### src/rtl/ptlb_pkg.sv
package ptlb_pkg;

    localparam int DEF_VA_W      = 32;
    localparam int DEF_PAGE_BITS = 12;
    localparam int DEF_ENTRIES   = 64;

    // Sequencer phase; the miss phases name the beat on the link
    typedef enum logic [2:0] {
        PH_IDLE,
        PH_TOP,
        PH_LOW,
        PH_OFFS,
        PH_WAIT
    } seq_phase_e;

    function automatic int half_width(input int w);
        return w / 2;
    endfunction

endpackage

### src/rtl/ptlb_cam.sv
module ptlb_cam #(
    parameter int ENTRIES = ptlb_pkg::DEF_ENTRIES,
    parameter int VPN_W   = 20,
    parameter int IDX_W   = $clog2(ENTRIES)
) (
    input  logic               clk,
    input  logic               rst,
    input  logic [VPN_W-1:0]   look_vpn,
    input  logic               wr_en,
    input  logic [IDX_W-1:0]   wr_idx,
    input  logic [VPN_W-1:0]   wr_vpn,
    output logic               hit,
    output logic [IDX_W-1:0]   hit_idx,
    output logic [ENTRIES-1:0] filled
);

    logic [VPN_W-1:0]   tag_q [ENTRIES];
    logic [ENTRIES-1:0] vld_q;
    logic [ENTRIES-1:0] match;

    always_ff @(posedge clk) begin
        if (rst) begin
            vld_q <= '0;
        end else if (wr_en) begin
            vld_q[wr_idx] <= 1'b1;
            tag_q[wr_idx] <= wr_vpn;
        end
    end

    genvar g;
    generate
        for (g = 0; g < ENTRIES; g++) begin : g_cmp
            assign match[g] = vld_q[g] && (tag_q[g] == look_vpn);
        end
    endgenerate

    // Index encoder: at most one slot matches, lowest wins otherwise
    always_comb begin
        hit_idx = '0;
        for (int i = ENTRIES - 1; i >= 0; i--) begin
            if (match[i]) hit_idx = IDX_W'(i);
        end
    end

    assign hit    = |match;
    assign filled = vld_q;

endmodule

### src/rtl/ptlb_lru.sv
module ptlb_lru #(
    parameter int ENTRIES = ptlb_pkg::DEF_ENTRIES,
    parameter int IDX_W   = $clog2(ENTRIES)
) (
    input  logic               clk,
    input  logic               rst,
    input  logic               touch_en,
    input  logic [IDX_W-1:0]   touch_idx,
    input  logic [ENTRIES-1:0] filled,
    output logic [IDX_W-1:0]   victim_idx
);

    localparam logic [IDX_W-1:0] OLDEST = IDX_W'(ENTRIES - 1);

    // Per-slot age: 0 is the most recent; ages form a permutation
    logic [IDX_W-1:0] age_q [ENTRIES];
    logic [IDX_W-1:0] touched_age;

    assign touched_age = age_q[touch_idx];

    always_ff @(posedge clk) begin
        if (rst) begin
            for (int i = 0; i < ENTRIES; i++) age_q[i] <= IDX_W'(i);
        end else if (touch_en) begin
            for (int i = 0; i < ENTRIES; i++) begin
                if (IDX_W'(i) == touch_idx)
                    age_q[i] <= '0;
                else if (age_q[i] < touched_age)
                    age_q[i] <= age_q[i] + 1'b1;
            end
        end
    end

    logic             free_found;
    logic [IDX_W-1:0] free_idx;
    logic [IDX_W-1:0] old_idx;

    always_comb begin
        free_found = 1'b0;
        free_idx   = '0;
        for (int i = 0; i < ENTRIES; i++) begin
            if (!filled[i] && !free_found) begin
                free_found = 1'b1;
                free_idx   = IDX_W'(i);
            end
        end
    end

    always_comb begin
        old_idx = '0;
        for (int i = 0; i < ENTRIES; i++) begin
            if (age_q[i] == OLDEST) old_idx = IDX_W'(i);
        end
    end

    assign victim_idx = free_found ? free_idx : old_idx;

endmodule

### src/rtl/ptlb_seq.sv
module ptlb_seq
    import ptlb_pkg::*;
#(
    parameter int VA_W      = DEF_VA_W,
    parameter int PAGE_BITS = DEF_PAGE_BITS,
    parameter int IDX_W     = 6
) (
    input  logic                      clk,
    input  logic                      rst,
    input  logic                      req_valid,
    input  logic [VA_W-1:0]           req_vaddr,
    output logic                      req_ready,
    input  logic                      fill_valid,
    input  logic                      hit,
    input  logic [IDX_W-1:0]          hit_idx,
    input  logic [IDX_W-1:0]          victim_idx,
    output logic                      touch_en,
    output logic [IDX_W-1:0]          touch_idx,
    output logic                      wr_en,
    output logic [IDX_W-1:0]          wr_idx,
    output logic [VA_W-PAGE_BITS-1:0] wr_vpn,
    output logic                      link_valid,
    output logic                      link_miss,
    output logic [IDX_W-1:0]          link_index,
    output logic [PAGE_BITS-1:0]      link_offset
);

    localparam int VPN_W = VA_W - PAGE_BITS;
    localparam int LOW_W = half_width(VPN_W);
    localparam int TOP_W = VPN_W - LOW_W;

    seq_phase_e             phase_q;
    logic [VA_W-1:0]        va_q;
    logic [IDX_W-1:0]       vic_q;
    logic                   accept;

    assign req_ready = (phase_q == PH_IDLE);
    assign accept    = req_valid && req_ready;
    assign wr_en     = (phase_q == PH_WAIT) && fill_valid;
    assign wr_idx    = vic_q;
    assign wr_vpn    = va_q[VA_W-1:PAGE_BITS];
    assign touch_en  = (accept && hit) || wr_en;
    assign touch_idx = wr_en ? vic_q : hit_idx;

    always_ff @(posedge clk) begin
        if (rst) begin
            phase_q     <= PH_IDLE;
            va_q        <= '0;
            vic_q       <= '0;
            link_valid  <= 1'b0;
            link_miss   <= 1'b0;
            link_index  <= '0;
            link_offset <= '0;
        end else begin
            case (phase_q)
                PH_IDLE: begin
                    if (accept && hit) begin
                        link_valid  <= 1'b1;
                        link_miss   <= 1'b0;
                        link_index  <= hit_idx;
                        link_offset <= req_vaddr[PAGE_BITS-1:0];
                    end else if (accept) begin
                        phase_q     <= PH_TOP;
                        va_q        <= req_vaddr;
                        vic_q       <= victim_idx;
                        link_valid  <= 1'b1;
                        link_miss   <= 1'b1;
                        link_index  <= victim_idx;
                        link_offset <= PAGE_BITS'(req_vaddr[VA_W-1 -: TOP_W]);
                    end else begin
                        link_valid  <= 1'b0;
                        link_miss   <= 1'b0;
                    end
                end
                PH_TOP: begin
                    phase_q     <= PH_LOW;
                    link_offset <= PAGE_BITS'(va_q[PAGE_BITS +: LOW_W]);
                end
                PH_LOW: begin
                    phase_q     <= PH_OFFS;
                    link_offset <= va_q[PAGE_BITS-1:0];
                end
                PH_OFFS: begin
                    phase_q    <= PH_WAIT;
                    link_valid <= 1'b0;
                    link_miss  <= 1'b0;
                end
                PH_WAIT: begin
                    if (fill_valid) phase_q <= PH_IDLE;
                end
                default: phase_q <= PH_IDLE;
            endcase
        end
    end

endmodule

### src/rtl/ptlb_proc.sv
module ptlb_proc #(
    parameter int VA_W      = ptlb_pkg::DEF_VA_W,
    parameter int PAGE_BITS = ptlb_pkg::DEF_PAGE_BITS,
    parameter int ENTRIES   = ptlb_pkg::DEF_ENTRIES
) (
    input  logic                         clk,
    input  logic                         rst,
    input  logic                         req_valid,
    input  logic [VA_W-1:0]              req_vaddr,
    output logic                         req_ready,
    input  logic                         fill_valid,
    output logic                         link_valid,
    output logic                         link_miss,
    output logic [$clog2(ENTRIES)-1:0]   link_index,
    output logic [PAGE_BITS-1:0]         link_offset
);

    localparam int VPN_W = VA_W - PAGE_BITS;
    localparam int IDX_W = $clog2(ENTRIES);

    logic               hit;
    logic [IDX_W-1:0]   hit_idx;
    logic [ENTRIES-1:0] filled;
    logic [IDX_W-1:0]   victim_idx;
    logic               touch_en;
    logic [IDX_W-1:0]   touch_idx;
    logic               wr_en;
    logic [IDX_W-1:0]   wr_idx;
    logic [VPN_W-1:0]   wr_vpn;

    ptlb_cam #(.ENTRIES(ENTRIES), .VPN_W(VPN_W), .IDX_W(IDX_W)) u_cam (
        .clk     (clk),
        .rst     (rst),
        .look_vpn(req_vaddr[VA_W-1:PAGE_BITS]),
        .wr_en   (wr_en),
        .wr_idx  (wr_idx),
        .wr_vpn  (wr_vpn),
        .hit     (hit),
        .hit_idx (hit_idx),
        .filled  (filled)
    );

    ptlb_lru #(.ENTRIES(ENTRIES), .IDX_W(IDX_W)) u_lru (
        .clk       (clk),
        .rst       (rst),
        .touch_en  (touch_en),
        .touch_idx (touch_idx),
        .filled    (filled),
        .victim_idx(victim_idx)
    );

    ptlb_seq #(.VA_W(VA_W), .PAGE_BITS(PAGE_BITS), .IDX_W(IDX_W)) u_seq (
        .clk        (clk),
        .rst        (rst),
        .req_valid  (req_valid),
        .req_vaddr  (req_vaddr),
        .req_ready  (req_ready),
        .fill_valid (fill_valid),
        .hit        (hit),
        .hit_idx    (hit_idx),
        .victim_idx (victim_idx),
        .touch_en   (touch_en),
        .touch_idx  (touch_idx),
        .wr_en      (wr_en),
        .wr_idx     (wr_idx),
        .wr_vpn     (wr_vpn),
        .link_valid (link_valid),
        .link_miss  (link_miss),
        .link_index (link_index),
        .link_offset(link_offset)
    );

endmodule

### config.mk
export PLATFORM = sky130hd
export DESIGN_NAME = ptlb_proc
export DESIGN_NICKNAME = d
export VERILOG_FILES = /design/src/rtl/ptlb_pkg.sv /design/src/rtl/ptlb_cam.sv /design/src/rtl/ptlb_lru.sv /design/src/rtl/ptlb_seq.sv /design/src/rtl/ptlb_proc.sv
export SDC_FILE = /design/constraint.sdc
export NUM_CORES = 2
export LEC_CHECK = 0
export BUFFER_PORTS_ARGS = -buffer_cell sky130_fd_sc_hd__buf_2
export CAP_MARGIN = 20
export CORE_MARGIN = 2
export CORE_UTILIZATION = 69
export DETAILED_ROUTE_END_ITERATION = 6
export MAX_ROUTING_LAYER = met4
export PLACE_DENSITY = 0.86
export SYNTH_ARGS = -nofsm -noshare
export SYNTH_HDL_FRONTEND = slang
export SYNTH_SLANG_ARGS = --single-unit
### constraint.sdc
create_clock -name clk -period 21.8 [get_ports clk]
set_input_delay 4.36 -clock clk [delete_from_list [all_inputs] [get_ports clk]]
set_output_delay 4.36 -clock clk [all_outputs]
set_load 0.02 [all_outputs]
==> flow_summary_export.csv <==
group,metric,value,unit
critical_path,cp_common_cell,"buf_4",
synthesis,synth-adder-area-share,0.04963,
timing,final_max_slew_viol_count,0,
placed_design,numPortBuffers,56,
clocking,cts_setup_buffers,0,
pwr,power_frac_seq,0.498,
floorplanning,dieArea,0.1433,sq mm
critical_path,worstSetupEndpointType,"register",
finish,final_nets,8548,
global_route,antenna_found_initial,5,
synthesis,seq_area_frac_synth,0.5420,
synthesis,synthesis.area,0.09682,sq mm
timing,setup_violations,0,
pwr,power_density,74.40,mW/mm^2
placed_design,dp.cells,9815,
drt,vias,75170,
clocking,cts_hold_buffers,0,
synthesis,synth_cells,8026,
clocking,cts_buffer_depth,3,
finish,seqCellArea,0.05255,sq mm
synthesis,async_flop_share,0,
critical_path,cp.buffers_inverters,5,
critical_path,cp-startpoint,"req_vaddr[20]",
pwr,switching_power,1.969,mW
floorplanning,fp.coreArea,0.1394,sq mm
timing,hold_slack,0.4987,ns
status,status,"complete, but fails checks",
synthesis,synth.area.top_cells,"edfxtp_1 (52%), xnor2_1 (10%), ha_1 (5.0%), xor2_1 (3.6%), nand4_1 (3.1%)",
floorplanning,die_w,378.6,microns
timing,finalCritPeriodShare,0.6902,
critical_path,path_depth,28,
synthesis,synth_compound_gate_area_share,0.07582,
clocking,cts-buffers-inserted,181,
finish,drive_gt1_frac,0.08167,
synthesis,avgSynthCellArea,12.06,sq um
synthesis,yosysUniqueCellTypes,98,
synthesis,synth_top_family_by_area,"simple AND/OR/NAND/NOR gates",
critical_path,r2r-end,"u_lru.age_q[53][0]",
timing,final_hold_viol_count,0,
critical_path,crit_family,"compound AO/OA/AOI/OAI gates",
floorplanning,die_y,378.6,microns
critical_path,rr_worst_depth,25,
synthesis,synth_seq_cells,1789,
finish,multi_input_comb_area,0.04224,sq mm
clocking,clk_pin_slew,0.06,ns
clocking,cts_tree,"yes",
pwr,p_comb_frac,0.088,
drt,routed_wl,325000,microns
global_route,grt_pass1_wl,471700,microns
drt,drc,4,
timing,fmax,0.06647,GHz
drt,ant_nets,0,
timing,finalCriticalPeriod,15.05,ns
timing,relSlewSlack,0.1721,
drt,drt-initial-drc-count,11970,
critical_path,critPathMaxStageDelay,0.92,ns
critical_path,endpoint,"u_lru.age_q[53][0]",
clocking,cts_resized,0,
job,cap_violations,0,
drt,drt-pass1-iter-count,7,
finish,num-fill-cells,8493,
critical_path,cpMaxStageDelayCell,"buf_4",
synthesis,synth_edf_count,1664,
synthesis,syn_nets,8446,
critical_path,critPathArrivalTime,15.56,ns
synthesis,synth_xor_area_frac,0.1389,
timing,fin_worst_skew,0.05104,ns
placed_design,routabilityCongestion,1.059,
drt,viasPerCell,7.401,
critical_path,start_kind,"input pin",
critical_path,r2r_start,"u_cam.tag_q[46][12]",
pwr,power_switching_share,0.2512,
drt,post_drt_wl_per_cell,31.99,microns
synthesis,synthFlopType,"edfxtp_1",
pwr,vdd_drop_max,0.00009743,V
clocking,numClockSinks,1789,
critical_path,rrSetupSlack,11.28,ns
critical_path,worstPathMaxFanout,56,
timing,worst_slew_pin_slew,1.235,ns
finish,area_growth,8.805,%
global_route,grt_usage,0.4604,
synthesis,synth-simple-area-share,0.1468,
synthesis,synth.top_cell.area_share,0.5161,
hold_path,worstHoldPathCells,0,
synthesis,yosysWarningCount,0,
clocking,cts_root_buf,"clkbuf_16",
clocking,h-tree-depth,4,
global_route,grt.overflow.total,0,
global_route,grt_pass1_vias,73930,
timing,tns,0,ns
hold_path,hold_path_class,"reg2reg",
pwr,leakagePower,35.84,nW
status,failed_checks,"design-rule violations",
critical_path,worstPathRequired,22.31,ns
pwr,clkPwrFrac,0.414,
floorplanning,fp-row-count,137,
global_route,grt_max_degree,121,
finish,instances_no_fill,10160,
critical_path,crit_type,"in2reg",
timing,grt_setup_unrepaired,"no",
floorplanning,start_util,0.6947,
synthesis,muxShareOfSynthArea,0.02371,
pwr,internal_power,5.868,mW
floorplanning,io_pins,57,
clocking,clk_latency,0.84,ns
placed_design,dp_hpwl,196300,microns
synthesis,yosys.area.top_type,"edfxtp_1",
[layout make-up]
cell class                 count  area share
multi-input combinational   5849      0.4010
sequential                  1789      0.4988
inverter                      80    0.002898
clock inverter                98     0.01156
tap                         1876     0.02228
antenna                        4  0.00009502
timing repair buffer         227     0.01658
clock buffer                 234     0.04680
[cell families (layout without fill, tap and decap cells)]
logic type	after synthesis	after routing
flip-flops	1789	1789
adder cells (fa/ha/maj)	384	384
AO/OA/AOI/OAI	1057	1057
XOR/XNOR	1535	1535
buffers and inverters	388	639
multiplexers	224	224
other	0	4
AND/OR/NAND/NOR	2649	2649
[synthesized netlist by cell type, types with 57 or more instances]
cell	instances
a21oi_1	205
nor2_1	443
inv_1	78
o21ai_0	146
dfxtp_1	125
mux2i_1	181
nor3_1	94
and3_1	131
nand4_1	477
edfxtp_1	1664
nand3_1	397
a21o_1	166
o21ai_1	63
and2_1	57
buf_2	64
clkbuf_1	105
xor2_1	401
nor4_1	181
ha_1	384
buf_6	70
xnor2_1	1134
nand2_1	470
[power groups by stage]
| stage | clock (mW) | combinational (mW) | sequential, mW |
|---|---|---|---|
| 2_1_floorplan | 0 | 0.413 | 3.95 |
| 3_3_place_gp | 0 | 0.616 | 3.97 |
| 3_5_place_dp | 0 | 0.647 | 3.97 |
| 4_1_cts | 3.22 | 0.658 | 3.89 |
| 5_1_grt | 3.36 | 0.717 | 3.90 |
| 6_report | 3.25 | 0.692 | 3.90 |
[worst min path at each step]
stage | startpoint | to | slack, ns
6_report | u_seq.va_q[13] | u_cam.tag_q[3][1] | 0.50
3_5_place_dp | u_seq.va_q[13] | u_cam.tag_q[3][1] | 0.47
2_1_floorplan | u_seq.va_q[0] | u_seq.va_q[0] | 0.46
4_1_cts | u_seq.va_q[13] | u_cam.tag_q[3][1] | 0.49
5_1_grt | u_seq.va_q[13] | u_cam.tag_q[3][1] | 0.50
3_3_place_gp | u_seq.va_q[13] | u_cam.tag_q[3][1] | 0.47
[cell usage in the layout, fill, tap and decap left out, drive strengths merged, types with 29 or more instances in the layout]
cell type	netlist	routed
nor4	181	181
nor4b	41	41
xor2	401	401
a211o	29	29
xnor2	1134	1134
nand2	470	470
a2111oi	35	35
a21o	166	166
or2	57	57
nand4	477	477
clkbuf	105	235
and2	57	57
nor3b	56	56
ha	384	384
and4	54	54
edfxtp	1664	1664
nor2b	35	35
inv	79	84
nor2	446	446
o21ai	209	209
buf	203	226
clkinv	1	71
a31oi	51	51
nor3	94	94
or3	38	38
nand3	397	397
dfxtp	125	125
and3	131	131
o211ai	51	51
mux2	43	43
mux2i	181	181
a21oi	205	205
o22ai	38	38
a211oi	48	48
[per-stage QoR]
step	instance area (sq um)	utilization	setup WS [ns]	power, mW
6_report	105300	0.7559	6.755	7.837
3_5_place_dp	99100	0.7111	6.481	4.613
3_3_place_gp	99030	0.7106	6.641	4.584
4_1_cts	105200	0.7552	7.286	7.773
5_1_grt	105300	0.7559	6.494	7.971
2_1_floorplan	96820	-	6.367	4.359
[registers in the layout, indices dropped and copies added, names as in the netlist]
register	cells
u_cam.tag_q	1280
u_lru.age_q	384
u_cam.filled	64
u_seq.va_q	32
u_seq.link_offset	12
u_seq.link_index	6
u_seq.wr_idx	6
u_seq.phase_q	3
u_seq.link_miss	1
u_seq.link_valid	1
[per-layer routing]
layer | wire length (microns) | track usage | share of wire | vias to the layer above
li1 | - | - | - | 30640
met1 | 104700 | 0.5517 | 0.32 | 35640
met2 | 140300 | 0.6693 | 0.43 | 6824
met3 | 48160 | 0.1179 | 0.15 | 2070
met4 | 31800 | 0.3534 | 0.098 | 0
met5 | 0 | - | 0 | -
(Power assumes the default switching activity.)
